===== src/rtl/fpwm_pkg.sv =====
package fpwm_pkg;

  localparam int CH_N   = 2;
  localparam int FLAG_N = CH_N + 2;

  localparam int ADR_CTL  = 0;
  localparam int ADR_BUFA = 1;
  localparam int ADR_CMPB = 2;
  localparam int ADR_CAP  = 3;
  localparam int ADR_CLR  = 4;

  typedef enum logic [2:0] {
    TOP_FIX8  = 3'd0,
    TOP_FIX9  = 3'd1,
    TOP_FIX10 = 3'd2,
    TOP_CMPA  = 3'd3,
    TOP_CAP   = 3'd4
  } topSel_e;

  typedef struct packed {
    logic            wrCtl;
    logic            wrBufA;
    logic            wrCmpB;
    logic            wrCap;
    logic            wrClr;
    logic            advance;
    logic            restart;
    logic            reloadA;
    logic [CH_N-1:0] chMatch;
    logic            setCap;
  } strobes_t;

endpackage


===== src/rtl/fpwm_chan.sv =====
module fpwm_chan (
  input  logic       clk,
  input  logic       rst,
  input  logic [1:0] mode,
  input  logic       restart,
  input  logic       match,
  output logic       pwm
);

  always_ff @(posedge clk) begin
    if (rst) begin
      pwm <= 1'b0;
    end else if (!mode[1]) begin
      pwm <= 1'b0;
    end else if (restart) begin
      pwm <= ~mode[0];
    end else if (match) begin
      pwm <= mode[0];
    end
  end

endmodule


===== src/rtl/fpwm_ctrl.sv =====
module fpwm_ctrl
  import fpwm_pkg::*;
#(
  parameter int CNT_W  = 16,
  parameter int ADDR_W = 3
) (
  input  logic                       tick,
  input  logic                       wrEn,
  input  logic [ADDR_W-1:0]          wrAddr,
  input  logic [CNT_W-1:0]           count,
  input  logic [CNT_W-1:0]           topVal,
  input  logic [CH_N-1:0][CNT_W-1:0] cmpAct,
  input  logic                       capIsTop,
  output strobes_t                   stb
);

  logic            atTop;
  logic [CH_N-1:0] matchVec;

  assign atTop = (count == topVal);

  for (genvar i = 0; i < CH_N; i++) begin : g_match
    assign matchVec[i] = tick && (count == cmpAct[i]);
  end

  always_comb begin
    stb         = '0;
    stb.wrCtl   = wrEn && (wrAddr == ADDR_W'(ADR_CTL));
    stb.wrBufA  = wrEn && (wrAddr == ADDR_W'(ADR_BUFA));
    stb.wrCmpB  = wrEn && (wrAddr == ADDR_W'(ADR_CMPB));
    stb.wrCap   = wrEn && (wrAddr == ADDR_W'(ADR_CAP));
    stb.wrClr   = wrEn && (wrAddr == ADDR_W'(ADR_CLR));
    stb.advance = tick;
    stb.restart = tick && atTop;
    stb.reloadA = tick && atTop;
    stb.chMatch = matchVec;
    stb.setCap  = tick && atTop && capIsTop;
  end

endmodule


===== src/rtl/fpwm_dp.sv =====
module fpwm_dp
  import fpwm_pkg::*;
#(
  parameter int CNT_W  = 16,
  parameter int RES_LO = 8
) (
  input  logic                       clk,
  input  logic                       rst,
  input  strobes_t                   stb,
  input  logic [CNT_W-1:0]           wrData,
  output logic [CNT_W-1:0]           count,
  output logic [CNT_W-1:0]           topVal,
  output logic [CH_N-1:0][CNT_W-1:0] cmpAct,
  output logic                       capIsTop,
  output topSel_e                    topSel,
  output logic [CH_N-1:0][1:0]       chMode,
  output logic [FLAG_N-1:0]          flags,
  output logic [CH_N-1:0]            pwm
);

  localparam logic [CNT_W-1:0] FIX8  = CNT_W'((64'd1 << RES_LO) - 64'd1);
  localparam logic [CNT_W-1:0] FIX9  = CNT_W'((64'd1 << (RES_LO + 1)) - 64'd1);
  localparam logic [CNT_W-1:0] FIX10 = CNT_W'((64'd1 << (RES_LO + 2)) - 64'd1);

  logic [CNT_W-1:0]  bufA;
  logic [CNT_W-1:0]  capReg;
  logic [FLAG_N-1:0] flagSet;
  logic [FLAG_N-1:0] flagClr;

  function automatic logic [CNT_W-1:0] maskFor(input logic [CNT_W-1:0] d,
                                               input topSel_e sel);
    case (sel)
      TOP_CMPA, TOP_CAP: return d;
      TOP_FIX9:          return d & FIX9;
      TOP_FIX10:         return d & FIX10;
      default:           return d & FIX8;
    endcase
  endfunction

  function automatic topSel_e decodeSel(input logic [2:0] code);
    case (code)
      3'd1:    return TOP_FIX9;
      3'd2:    return TOP_FIX10;
      3'd3:    return TOP_CMPA;
      3'd4:    return TOP_CAP;
      default: return TOP_FIX8;
    endcase
  endfunction

  always_comb begin
    case (topSel)
      TOP_FIX9:  topVal = FIX9;
      TOP_FIX10: topVal = FIX10;
      TOP_CMPA:  topVal = cmpAct[0];
      TOP_CAP:   topVal = capReg;
      default:   topVal = FIX8;
    endcase
  end

  assign capIsTop = (topSel == TOP_CAP);
  assign flagSet  = {stb.setCap, stb.chMatch, stb.restart};
  assign flagClr  = stb.wrClr ? wrData[FLAG_N-1:0] : '0;

  always_ff @(posedge clk) begin
    if (rst) begin
      count  <= '0;
      topSel <= TOP_FIX8;
      chMode <= '0;
      bufA   <= '0;
      cmpAct <= '0;
      capReg <= '0;
      flags  <= '0;
    end else begin
      if (stb.advance) begin
        count <= stb.restart ? '0 : count + 1'b1;
      end
      if (stb.wrCtl) begin
        topSel <= decodeSel(wrData[2:0]);
        for (int i = 0; i < CH_N; i++) begin
          chMode[i] <= wrData[4 + 2*i +: 2];
        end
      end
      if (stb.wrBufA) begin
        bufA <= maskFor(wrData, topSel);
      end
      if (stb.reloadA) begin
        cmpAct[0] <= bufA;
      end
      if (stb.wrCmpB) begin
        cmpAct[1] <= maskFor(wrData, topSel);
      end
      if (stb.wrCap) begin
        capReg <= wrData;
      end
      flags <= (flags & ~flagClr) | flagSet;
    end
  end

  for (genvar i = 0; i < CH_N; i++) begin : g_chan
    fpwm_chan u_chan (
      .clk     (clk),
      .rst     (rst),
      .mode    (chMode[i]),
      .restart (stb.restart),
      .match   (stb.chMatch[i]),
      .pwm     (pwm[i])
    );
  end

endmodule


===== src/rtl/fpwm_timer.sv =====
module fpwm_timer
  import fpwm_pkg::*;
#(
  parameter int CNT_W  = 16,
  parameter int ADDR_W = 3,
  parameter int RES_LO = 8
) (
  input  logic              clk,
  input  logic              rst,
  input  logic              tick,
  input  logic              wrEn,
  input  logic [ADDR_W-1:0] wrAddr,
  input  logic [CNT_W-1:0]  wrData,
  output logic [CNT_W-1:0]  count,
  output logic [FLAG_N-1:0] flags,
  output logic              pwmA,
  output logic              pwmB
);

  strobes_t                   stb;
  logic [CNT_W-1:0]           topVal;
  logic [CH_N-1:0][CNT_W-1:0] cmpAct;
  logic                       capIsTop;
  topSel_e                    topSel;
  logic [CH_N-1:0][1:0]       chMode;
  logic [CH_N-1:0]            pwm;

  fpwm_ctrl #(.CNT_W(CNT_W), .ADDR_W(ADDR_W)) u_ctrl (
    .tick     (tick),
    .wrEn     (wrEn),
    .wrAddr   (wrAddr),
    .count    (count),
    .topVal   (topVal),
    .cmpAct   (cmpAct),
    .capIsTop (capIsTop),
    .stb      (stb)
  );

  fpwm_dp #(.CNT_W(CNT_W), .RES_LO(RES_LO)) u_dp (
    .clk      (clk),
    .rst      (rst),
    .stb      (stb),
    .wrData   (wrData),
    .count    (count),
    .topVal   (topVal),
    .cmpAct   (cmpAct),
    .capIsTop (capIsTop),
    .topSel   (topSel),
    .chMode   (chMode),
    .flags    (flags),
    .pwm      (pwm)
  );

  assign pwmA = pwm[0];
  assign pwmB = pwm[1];

endmodule


===== config.mk =====
export PLATFORM = sky130hd
export DESIGN_NAME = fpwm_timer
export DESIGN_NICKNAME = d
export VERILOG_FILES = /design/src/rtl/fpwm_pkg.sv /design/src/rtl/fpwm_chan.sv /design/src/rtl/fpwm_ctrl.sv /design/src/rtl/fpwm_dp.sv /design/src/rtl/fpwm_timer.sv
export SDC_FILE = /design/constraint.sdc
export NUM_CORES = 1
export LEC_CHECK = 0
export ABC_CLOCK_PERIOD_IN_PS = 4700
export BUFFER_PORTS_ARGS = -buffer_cell sky130_fd_sc_hd__buf_2
export CAP_MARGIN = 20
export CORE_UTILIZATION = 55
export DETAILED_ROUTE_END_ITERATION = 6
export HOLD_SLACK_MARGIN = 0.08
export PLACE_DENSITY = 0.75
export SYNTH_ARGS = -nofsm -noshare
export SYNTH_HDL_FRONTEND = slang
export SYNTH_HIERARCHICAL = 1
export SYNTH_SLANG_ARGS = --single-unit

===== constraint.sdc =====
create_clock -name clk -period 4.7 [get_ports clk]
set_input_delay 1.175 -clock clk [delete_from_list [all_inputs] [get_ports clk]]
set_output_delay 1.175 -clock clk [all_outputs]
set_load 0.01 [all_outputs]

== After elaboration in Yosys (flattened, before gate mapping) ==
Index checks and enable logic that the tools add are counted.

* Bits in registers: 93
* Latch bits: 0
* Bits in writable memories: 0
* Memory bits (read-only): 0
* Output and inout port bits: 22
* Logic and storage cells: 58
* Memories kept: 0

* $add $sub $neg: 1
* $mul: 0
* Divide/modulo/power cells: 0
* Order comparisons: 0
* Equality and inequality tests: 15
* Shift-type cells: 0
* Muxes and demuxes: 9
* Bitwise operators: 7
* Reductions and logical operators: 15

{| class="wikitable"
|+ Operator list
! cell !! count
|-
| 16-bit one-hot mux with 4 select lines || 1
|-
| 16-bit equality test || 3
|-
| 16-bit one-hot mux with 3 select lines || 1
|-
| 3-bit by 2-bit equality test with 1-bit output, second input constant || 6
|-
| 16-bit by 1-bit adder with 16-bit output, second input constant || 1
|-
| 16-bit 2-to-1 mux || 1
|-
| 3-bit one-hot mux with 4 select lines || 1
|-
| 3-bit by 1-bit equality test with 1-bit output, second input constant || 3
|-
| 3-bit equality test, second input constant || 3
|-
| 1-bit logical AND || 9
|-
| 2-bit OR reduction || 3
|-
| 4-bit bitwise AND || 1
|-
| 1-bit 2-to-1 mux || 4
|-
| 4-bit 2-to-1 mux || 1
|-
| 1-bit NOT || 4
|-
| 4-bit NOT || 1
|-
| 4-bit bitwise OR || 1
|-
| 2-bit nonzero test || 2
|-
| 3-bit zero test || 1
|}

== Longest topological paths before layout ==
* Depth in word-level cells: 6
* Depth in mapped cells: 13
* Gate-level depth less buffers: 9

== By module ==
The synthesis kept the hierarchy.

{| class="wikitable"
|+ Modules (own cells, without submodules)
! module !! times used !! cells each !! area each (um^2) !! sequential area each (um^2)
|-
| fpwm_dp || 1 || 353 || 3,509.6 || 1,821.7
|-
| fpwm_ctrl || 1 || 81 || 613.1 || 0.0
|-
| fpwm_chan || 2 || 5 || 50.0 || 20.0
|}

== Least setup slack after synthesis ==
OpenSTA, ideal clock, no wires.

* Path type: reg-to-reg
* Start: reg u_dp.topSel[0]
* End: reg u_dp/cmpAct[12] in the netlist's numbering
* Setup time: 0.128 ns
* Arrival: 3.166 ns
* Slack: 1.406 ns
* Cell stages (with the launch flop): 14
* Buffers on the path: 4
* Period minus slack after synthesis: 3.294 ns
* Path through: dfxtp_1 or3b_2 clkbuf_1 inv_1 buf_2 a22o_1 xnor2_1 o2111ai_1 or4_4 nor2_1 clkbuf_1 buf_2 mux2i_1 nor2_1

{| class="wikitable"
|+ RTL lines
! element !! RTL line !! source
|-
| start, declared || fpwm_dp.sv:15 || <nowiki>output topSel_e topSel,</nowiki>
|-
| start signal, assigned || fpwm_dp.sv:78 || <nowiki>topSel <= decodeSel(wrData[2:0]);</nowiki>
|-
| end, declared || fpwm_dp.sv:13 || <nowiki>output logic [CH_N-1:0][CNT_W-1:0] cmpAct,</nowiki>
|}

==> summary.txt <==
die height -> 89.6 um
status -> finished clean
Top delay family on crit path -> simple AND/OR/NAND/NOR gates
num ports -> 45
achievable frequency -> 285 MHz
Yosys top cell area share -> 44.1%
Die Area -> 0.00803 sq mm
Post-CTS Setup Bufs -> 0
setup violators final -> 0
I/O Buffers -> 44
largest cells by area after synthesis -> dfxtp_1 44%, mux2i_1 13%, xnor2_1 9.1%
Async SR Flop Fraction -> 0%
Antenna Nets Post-Route -> 0
final net count -> 506
top-count cell post-synth -> dfxtp_1
simple-gate share of the synthesized area -> 18.1%
CP Launch Point -> u_dp/topSel[0]
minimum hold slack -> 0.462 ns
top cells by count, synth -> 93 x dfxtp_1, 78 x nor2_1, 54 x mux2i_1
layout cells sized above 1 -> 14.2%
RR Endpoint -> u_dp/count[10]
number of synthesized flops with an enable pin -> 0
max-cap violations -> 0
Worst Setup End Kind -> register
total CTS buffers -> 9
nature of the critical path startpoint -> register
syn_nets -> 468
synth unique cells -> 39
Synth Area in Compound Gates -> 9.39%
initial core utilization -> 57.6%
crit path buf inv count -> 1
leading area contributor after synthesis -> dfxtp_1
H-tree levels -> 3
# clock sinks -> 93
Max stage delay cell, worst path -> or3b_2
CTS Hold Bufs -> 0
worst slew pin tran -> 1.09 ns
required time of the critical path -> 4.93 ns
Synth Instances -> 444
vias in the first global route -> 3,079
CP Max Fanout -> 16
post-synthesis area per instance -> 9.51 sq um
Clock Tree Buf Depth -> 2
critical path, cell by cell -> or3b_2 > inv_1 > a22o_1 > xnor2_1 > o2111ai_1 > or4_4 > nor2_2 > a21o_1 > nor2_1
drt initial violations -> 211
TritonCTS clock tree -> yes
synthesis-to-finish area growth -> 10.5%
global route overflow -> 0
YS warnings -> 6
worst hold path cell count -> 1
mapped cell area -> 0.00422 sq mm
CP Class -> reg -> reg
xor/xnor share of the synthesized area -> 11.6%
overall power -> 1.36 mW
fin crit share -> 74.5%
clock slew at reported path FFs -> 0.08 ns
register area share after synthesis -> 44.1%
Die X -> 89.6 um
Post-CTS Resized -> 0
min Tclk post-route -> 3.50 ns
Hold Startpoint -> u_dp/chMode[3]
DP Wirelength -> 7.13 mm
#FFs+latches synth -> 93
initial antenna violation count -> 0
Final Skew -> 0.00599 ns
pin count of the biggest net entering global routing -> 52
crit path DAT -> 3.73 ns
gr usage total -> 25.6%
Clk Latency, worst-skew pair -> 0.35 ns
Initial DRT Pass Iterations -> 6
Routed WL per cell -> 16.7 um
Power Dens Cells -> 292 mW/mm^2
Final Core Density -> 63.6%
reg-to-reg slack, setup -> 1.20 ns
worst hold path type -> reg -> reg
FP Rows -> 31
Leak Pwr -> 1.73 nW
final hold vios -> 0
vias -> 3,364
max incr delay on CP -> 0.61 ns
DRC violations left -> 0
reg2reg path depth -> 9
first-pass GRT wire length -> 15.2 mm
routability cong. -> 0.933
Vias/cell -> 5.75
max-slew violation count -> 0
CTS root buffer -> clkbuf_8
largest family of logic cells by synthesized area -> simple AND/OR/NAND/NOR gates
Slew HR -> 27.6%
RSZ-0062 raised after global routing -> no
worst r2r src -> u_dp/topSel[0]
Post-synth top flop -> dfxtp_1
mux contribution to synthesized area -> 13.3%
drt total wl -> 9.77 mm
core footprint -> 0.00733 sq mm
Diodes inserted -> 0
Final TNS setup -> 0 ns
Post-Synth Adder-Cell Area -> 0.296%
Worst Hold End -> u_dp/g_chan[1].u_chan/pwm
worst vdd ir -> 0.000208 V
-- cell families (layout without fill, tap and decap cells) --
logic type | Yosys count | count (layout)
and+or+nand+nor | 155 | 155
adders and majority gates | 1 | 1
buffers and inverters | 30 | 72
DFF | 93 | 93
muxes | 56 | 56
AOI/OAI and AO/OA | 53 | 53
xor gates and xnor gates | 56 | 56
-- placed cells by master (no fill, tap or decap), drive strengths merged, types with 3 or more instances in the layout --
master  instances
dfxtp          93
nor2           78
mux2i          54
buf            48
xnor2          44
a22o           20
nand2          16
nand4          13
xor2           12
a21oi          12
nand2b         11
clkbuf         11
inv             9
o22a            8
nor4            7
nand3           7
o21ai           6
nor3            5
or3             4
nand3b          3
-- sequential cells by signal, summed over array words and instances, names as in the netlist --
name	count
u_dp/topSel	3
u_dp/g_chan.u_chan/pwm	2
u_dp/count	16
u_dp/flags	4
u_dp/cmpAct	32
u_dp/capReg	16
u_dp/chMode	4
u_dp/bufA	16
-- stage by stage --
stage | instances | cell area, sq um | setup slack, ns
finish | 585 | 4670 | 1.20
global route | 585 | 4670 | 1.02
CTS | 585 | 4670 | 1.24
detailed placement | 570 | 4500 | 1.27
global placement | 570 | 4500 | 1.35
floorplan | 444 | 4220 | 1.41
-- worst max path at each step --
| stage | endpoint | slack, ns | cells past startpoint |
|---|---|---|---|
| 2_1_floorplan | u_dp/cmpAct[12] | 1.41 | 13 |
| 3_3_place_gp | u_dp/cmpAct[3] | 1.35 | 10 |
| 3_5_place_dp | u_dp/count[10] | 1.27 | 9 |
| 4_1_cts | u_dp/count[10] | 1.24 | 9 |
| 5_1_grt | u_dp/cmpAct[3] | 1.02 | 10 |
| 6_report | u_dp/count[10] | 1.20 | 9 |
-- report_power, final --
part,internal [mW],switching [mW],leakage (nW)
clock,0.202,0.264,0.0812
combinational,0.0348,0.0514,0.893
sequential,0.798,0.0114,0.751
total,1.04,0.327,1.73
-- layer usage --
layer	GRT usage, %	wire, um	vias up
met4	11.8	238	0
met5	0	0	-
met3	4.39	461	18
li1	-	-	1614
met1	34.6	4490	1627
met2	40.2	4580	105
-- final cells by class --
class | instances | area (sq um)
fillers | 608 | 2670
multi-input cells | 321 | 2230
flip-flops and latches | 93 | 1860
repair buffers | 48 | 250
clock buffers | 11 | 141
well taps | 99 | 124
inverters | 9 | 33.8
clock inverters | 4 | 25.0
(Power assumes the default switching activity.)
